`src/rtl/rtcx_pkg.sv`:
```
package rtcx_pkg;
   // Position of the seconds byte in the time group
   localparam int SEC_IDX    = 0;
   // Offsets of control/status bytes after the time group
   localparam int CTL_A_OFS  = 0;
   localparam int CTL_B_OFS  = 1;
   localparam int CTL_C_OFS  = 2;
   localparam int CTL_D_OFS  = 3;
   localparam int CTL_COUNT  = 4;

   typedef enum logic [1:0] {
      BYTE_FULL   = 2'd0,  // all bits host-writable
      BYTE_MSB_RO = 2'd1,  // msb comes from a status input
      BYTE_ALL_RO = 2'd2   // whole byte comes from a status input
   } byte_kind_e;

   function automatic byte_kind_e kind_of(input int i, input int n_time);
      if (i == SEC_IDX || i == n_time + CTL_A_OFS)
         return BYTE_MSB_RO;
      if (i == n_time + CTL_C_OFS || i == n_time + CTL_D_OFS)
         return BYTE_ALL_RO;
      return BYTE_FULL;
   endfunction
endpackage

```
`src/rtl/rtcx_index_reg.sv`:
```
module rtcx_index_reg #(
   parameter int IW = 6
) (
   input  logic          clk,
   input  logic          rst_n,
   input  logic          load,
   input  logic [IW-1:0] wdata,
   output logic [IW-1:0] idx_q
);
   always_ff @(posedge clk or negedge rst_n) begin
      if (!rst_n)
         idx_q <= '0;
      else if (load)
         idx_q <= wdata;
   end
endmodule

```
`src/rtl/rtcx_store.sv`:
```
module rtcx_store
   import rtcx_pkg::*;
#(
   parameter int DW     = 8,
   parameter int NREGS  = 64,
   parameter int N_TIME = 10,
   parameter int IW     = 6,
   parameter int TW     = 4
) (
   input  logic                        clk,
   input  logic                        rst_n,
   input  logic                        host_we,
   input  logic [IW-1:0]               host_idx,
   input  logic [DW-1:0]               host_wdata,
   input  logic                        tick_we,
   input  logic [TW-1:0]               tick_idx,
   input  logic [DW-1:0]               tick_wdata,
   output logic [NREGS-1:0][DW-1:0]    q
);
   localparam logic [DW-1:0] MASK_FULL = '1;
   localparam logic [DW-1:0] MASK_LOW  = {1'b0, {(DW-1){1'b1}}};

   for (genvar i = 0; i < NREGS; i++) begin : g_byte
      localparam byte_kind_e KIND = kind_of(i, N_TIME);
      localparam logic [DW-1:0] WMASK = (KIND == BYTE_MSB_RO) ? MASK_LOW : MASK_FULL;

      if (KIND == BYTE_ALL_RO) begin : g_none
         assign q[i] = '0;
      end else begin : g_flop
         logic          host_hit;
         logic          tick_hit;
         logic [DW-1:0] r;

         assign host_hit = host_we && (host_idx == IW'(i));
         if (i < N_TIME) begin : g_tick
            assign tick_hit = tick_we && (tick_idx == TW'(i));
         end else begin : g_notick
            assign tick_hit = 1'b0;
         end

         always_ff @(posedge clk or negedge rst_n) begin
            if (!rst_n)
               r <= '0;
            else if (tick_hit)
               r <= tick_wdata & WMASK;
            else if (host_hit)
               r <= host_wdata & WMASK;
         end
         assign q[i] = r;
      end
   end
endmodule

```
`src/rtl/rtcx_rd_mux.sv`:
```
module rtcx_rd_mux
   import rtcx_pkg::*;
#(
   parameter int DW       = 8,
   parameter int NREGS    = 64,
   parameter int N_TIME   = 10,
   parameter int IW       = 6,
   parameter int READ_REG = 1
) (
   input  logic                     clk,
   input  logic                     rst_n,
   input  logic                     rd_en,
   input  logic                     sel,
   input  logic [IW-1:0]            idx,
   input  logic [NREGS-1:0][DW-1:0] store_q,
   input  logic                     sec_msb,
   input  logic                     ctla_msb,
   input  logic [DW-1:0]            stat_c,
   input  logic [DW-1:0]            stat_d,
   output logic [DW-1:0]            rdata
);
   localparam int IDX_A = N_TIME + CTL_A_OFS;
   localparam int IDX_C = N_TIME + CTL_C_OFS;

   logic [NREGS-1:0][DW-1:0] view;
   logic [DW-1:0]            rd_val;

   // Read-only bits: the stored copy of them is always zero, so OR merges.
   for (genvar i = 0; i < NREGS; i++) begin : g_view
      localparam byte_kind_e KIND = kind_of(i, N_TIME);
      if (KIND == BYTE_MSB_RO) begin : g_msb
         logic msb_src;
         assign msb_src = (i == IDX_A) ? ctla_msb : sec_msb;
         assign view[i] = store_q[i] | {msb_src, {(DW-1){1'b0}}};
      end else if (KIND == BYTE_ALL_RO) begin : g_stat
         assign view[i] = store_q[i] | ((i == IDX_C) ? stat_c : stat_d);
      end else begin : g_plain
         assign view[i] = store_q[i];
      end
   end

   assign rd_val = sel ? view[idx] : DW'(idx);

   if (READ_REG != 0) begin : g_reg
      logic [DW-1:0] rdata_q;
      always_ff @(posedge clk or negedge rst_n) begin
         if (!rst_n)
            rdata_q <= '0;
         else if (rd_en)
            rdata_q <= rd_val;
      end
      assign rdata = rdata_q;
   end else begin : g_comb
      assign rdata = rd_en ? rd_val : '0;
   end
endmodule

```
`src/rtl/rtcx_regfile.sv`:
```
module rtcx_regfile
   import rtcx_pkg::*;
#(
   parameter int DW       = 8,
   parameter int NREGS    = 64,
   parameter int N_TIME   = 10,
   parameter int READ_REG = 1,
   parameter int TW       = $clog2(N_TIME)
) (
   input  logic          clk,
   input  logic          rst_n,
   input  logic          bus_cs,
   input  logic          bus_we,
   input  logic          bus_re,
   input  logic          bus_sel,
   input  logic [DW-1:0] bus_wdata,
   output logic [DW-1:0] bus_rdata,
   input  logic          tick_we,
   input  logic [TW-1:0] tick_idx,
   input  logic [DW-1:0] tick_wdata,
   input  logic          ro_sec_msb,
   input  logic          ro_ctla_msb,
   input  logic [DW-1:0] ro_stat_c,
   input  logic [DW-1:0] ro_stat_d
);
   localparam int IW = $clog2(NREGS);

   // Elaboration-time parameter checks
   if (NREGS != (1 << IW)) begin : g_bad_nregs
      $error("NREGS must be a power of two");
   end
   if (IW >= DW) begin : g_bad_iw
      $error("index must be narrower than the data bus");
   end
   if (N_TIME < 1 || N_TIME + CTL_COUNT > NREGS) begin : g_bad_time
      $error("time and control groups do not fit");
   end
   if (TW < $clog2(N_TIME) || TW < 1) begin : g_bad_tw
      $error("tick index too narrow");
   end
   if (DW < 2) begin : g_bad_dw
      $error("data width too small");
   end

   logic                     wr_idx;
   logic                     wr_dat;
   logic                     rd_en;
   logic [IW-1:0]            idx_q;
   logic [NREGS-1:0][DW-1:0] store_q;

   assign wr_idx = bus_cs & bus_we & ~bus_sel;
   assign wr_dat = bus_cs & bus_we & bus_sel;
   assign rd_en  = bus_cs & bus_re;

   rtcx_index_reg #(.IW(IW)) u_index (
      .clk   (clk),
      .rst_n (rst_n),
      .load  (wr_idx),
      .wdata (bus_wdata[IW-1:0]),
      .idx_q (idx_q)
   );

   rtcx_store #(
      .DW(DW), .NREGS(NREGS), .N_TIME(N_TIME), .IW(IW), .TW(TW)
   ) u_store (
      .clk        (clk),
      .rst_n      (rst_n),
      .host_we    (wr_dat),
      .host_idx   (idx_q),
      .host_wdata (bus_wdata),
      .tick_we    (tick_we),
      .tick_idx   (tick_idx),
      .tick_wdata (tick_wdata),
      .q          (store_q)
   );

   rtcx_rd_mux #(
      .DW(DW), .NREGS(NREGS), .N_TIME(N_TIME), .IW(IW), .READ_REG(READ_REG)
   ) u_rd (
      .clk      (clk),
      .rst_n    (rst_n),
      .rd_en    (rd_en),
      .sel      (bus_sel),
      .idx      (idx_q),
      .store_q  (store_q),
      .sec_msb  (ro_sec_msb),
      .ctla_msb (ro_ctla_msb),
      .stat_c   (ro_stat_c),
      .stat_d   (ro_stat_d),
      .rdata    (bus_rdata)
   );
endmodule

```
`config.mk`:
```
export PLATFORM = sky130hd
export DESIGN_NAME = rtcx_regfile
export DESIGN_NICKNAME = d
export VERILOG_FILES = /design/src/rtl/rtcx_pkg.sv /design/src/rtl/rtcx_index_reg.sv /design/src/rtl/rtcx_store.sv /design/src/rtl/rtcx_rd_mux.sv /design/src/rtl/rtcx_regfile.sv
export SDC_FILE = /design/constraint.sdc
export NUM_CORES = 1
export LEC_CHECK = 0
export CAP_MARGIN = 20
export CORE_ASPECT_RATIO = 0.8
export CORE_UTILIZATION = 40
export CTS_CLUSTER_DIAMETER = 100
export DETAILED_ROUTE_END_ITERATION = 6
export PLACE_DENSITY = 0.52
export SLEW_MARGIN = 10
export SYNTH_ARGS = -nofsm -noshare
export SYNTH_HDL_FRONTEND = slang
export SYNTH_SLANG_ARGS = --single-unit
```
`constraint.sdc`:
```
create_clock -name clk -period 2.7 [get_ports clk]
set_clock_uncertainty 0.05 [all_clocks]
set_input_delay 0.54 -clock clk [delete_from_list [all_inputs] [get_ports clk]]
set_output_delay 0.54 -clock clk [all_outputs]
set_load 0.01 [all_outputs]
```
==> results.cfg <==
[worst_setup_path]
r2r_start = u_index.idx_q[0]
cp_max_fo = 11
cp.arrival_ns = 2.99
endpoint_kind = register
crit_path_start = u_index.idx_q[0]
cp_common_cell = buf_4
crit_slowest_cell = dfrtp_4
start_kind = register
critPathMaxStageDelay_ns = 0.60
path_buf_inv = 2
cp.required_ns = 3.12
critPathKind = reg -> reg
worstPathCellList = buf_4, mux4_2, mux2i_1, buf_4, o32ai_1, nor4_1, a21oi_1
crit_family = multiplexers

[synth]
ys.flop_type = dfrtp_1
synth-seq-cells = 508
synth_nets = 1851
syn_inst = 1806
ys_types = 46
ys_seq_area_share_pct = 51.9
netlist_area_um2 = 24500
synth-edff-count = 0
ys_warn_count = 0
postSynth.asyncResetShare_pct = 100
postSynthAreaPerCell_um2 = 13.6

[floorplanning]
dieArea_um2 = 62200
die_w_um = 279
io-pin-count = 53
fp.dieH_um = 223
num_rows = 80
core_area_um2 = 60100
initial_core_util_pct = 40.8

[routing]
wl_per_cell_um = 25.5
ant_nets = 0
drt_iter0_drc = 1173
drt-vias-per-instance = 5.64
drc = 0
via_count = 15800
drt-total-wl_mm = 71.2
dr.pass1.iters = 5

[power]
p_per_area_nw_per_um2 = 722
power_mw = 21.0
ir_worst_vdd_v = 0.000479
p_leak_nw = 13.8

[grt]
first_global_vias = 16400
antenna_found_initial = 2
grt_overflow = 0
grt_pass1_wl_mm = 109
grt_max_degree = 107
grtUsageTotal_pct = 23.5

[final_layout]
area_growth_pct = 18.8
final_common_cell = dfrtp_1
fill_cells = 5296
layout.nets = 2016
final_cell_area_um2 = 29100
antennaDiodeCount = 0
layout_common_cells = 505 x dfrtp_1, 475 x mux2_2, 172 x buf_4
drive_above_1_share_pct = 45.0

[clock_tree]
cts_buffers = 54
cts_tree = built
clock_latency_ns = 0.60
cts_buffer_depth = 3
cts_sinks = 508
root_buffer = clkbuf_16
clk_pin_slew_ns = 0.06
cts_htree_levels = 2

[sta]
setup_viol = 0
post-route-min-period_ns = 2.58
whs_ns = 0.400
hold_violations = 0
grt_setup_unrepaired = false
tns_ns = 0
max_slew_margin_pct = 28.1
final.setup.worst_slack_ns = 0.122
maxSlewViolCount = 0
worst_pin_slew_ns = 1.08
fin_crit_sh_pct = 95.5
fmax_mhz = 388

[placed_design]
dp_hpwl_mm = 48.9
place_area_um2 = 27200
io_buffers = 52
place_ws_ns = -0.225
gp_congestion = 0.857

[run_status]
outcome = complete, no violations

[job]
max-cap-violations = 0

[min_path]
worstHoldPathType = in -> async
-- layer usage --
| metal | track usage, % | up-vias | wire length (um) |
|---|---|---|---|
| met5 | 0 | - | 22 |
| met3 | 5.50 | 75 | 4560 |
| li1 | - | 6949 | - |
| met4 | 5.18 | 4 | 1170 |
| met1 | 36.3 | 8365 | 35500 |
| met2 | 33.2 | 358 | 29900 |
-- synth_stat cells, types with 9 or more instances --
| master | number | area (um^2) |
|---|---|---|
| a21oi_1 | 16 | 80.1 |
| a31oi_1 | 9 | 56.3 |
| buf_1 | 19 | 71.3 |
| buf_2 | 46 | 230 |
| clkbuf_1 | 75 | 282 |
| dfrtp_1 | 508 | 12700 |
| mux2_2 | 475 | 5350 |
| mux2i_1 | 97 | 971 |
| mux4_2 | 98 | 2210 |
| nand2_1 | 168 | 631 |
| nand2b_1 | 12 | 75.1 |
| nor2_1 | 29 | 109 |
| nor2b_1 | 18 | 113 |
| nor3_1 | 18 | 90.1 |
| nor3_4 | 12 | 195 |
| nor4_1 | 15 | 93.8 |
| o21ai_0 | 76 | 380 |
| o22ai_1 | 32 | 200 |
-- state kept, by name, summed over array words and instances, names as in the netlist --
register and flops:
u_rd.rdata 8, u_index.idx_q 6, u_store.g_byte.g_flop.r 494
-- timing repair --
action	CTS	global route
gates cloned	0	0
gates resized for setup	1	1
buffers inserted	0	0
endpoints found under the hold margin	40	0
hold buffers	1	0
endpoints found under the setup margin	4	1
-- per-stage QoR --
step / cells / util (%)
floorplan: 1806 / -
global placement: 2690 / 45.4
detailed placement: 2690 / 45.4
CTS: 2792 / 48.4
global route: 2795 / 48.4
finish: 2795 / 48.4
-- worst paths after layout --
| kind | slack (ns) | cells past startpoint | to |
|---|---|---|---|
| max | 0.12 | 7 | u_rd.rdata[2] |
| min | 0.40 | 2 | u_store.g_byte[7].g_flop.r[3] |
| max reg2reg | 0.12 | 7 | u_rd.rdata[2] |
| min reg2reg | 0.43 | 2 | u_store.g_byte[9].g_flop.r[6] |
| max in group asynchronous | 1.19 | 3 | u_store.g_byte[44].g_flop.r[1] |
| min in group clk | 0.43 | 2 | u_store.g_byte[9].g_flop.r[6] |
-- area by class of cell --
cell class	instances	area, um^2	share of cell area [%]
inverter	2	7.51	0.0258
timing repair buffer	261	2500	8.59
clock inverter	15	103	0.353
clock buffer	86	1690	5.80
sequential	508	12700	43.7
tap	779	975	3.35
multi-input combinational	1144	11100	38.1
-- report_power, final --
part           internal, mW  switching (mW)
Sequential             8.57           0.596
Clock                  4.35            3.15
Combinational          2.08            2.23
-- cell families (layout without fill, tap and decap cells) --
kind of cell	Yosys count	count (layout)	share of synthesized area, %
compound gates	171	171	4.15
buf+inv	154	364	2.82
flops	508	508	51.9
mux	673	673	35.0
simple gates	300	300	6.12
(Power assumes the default switching activity.)
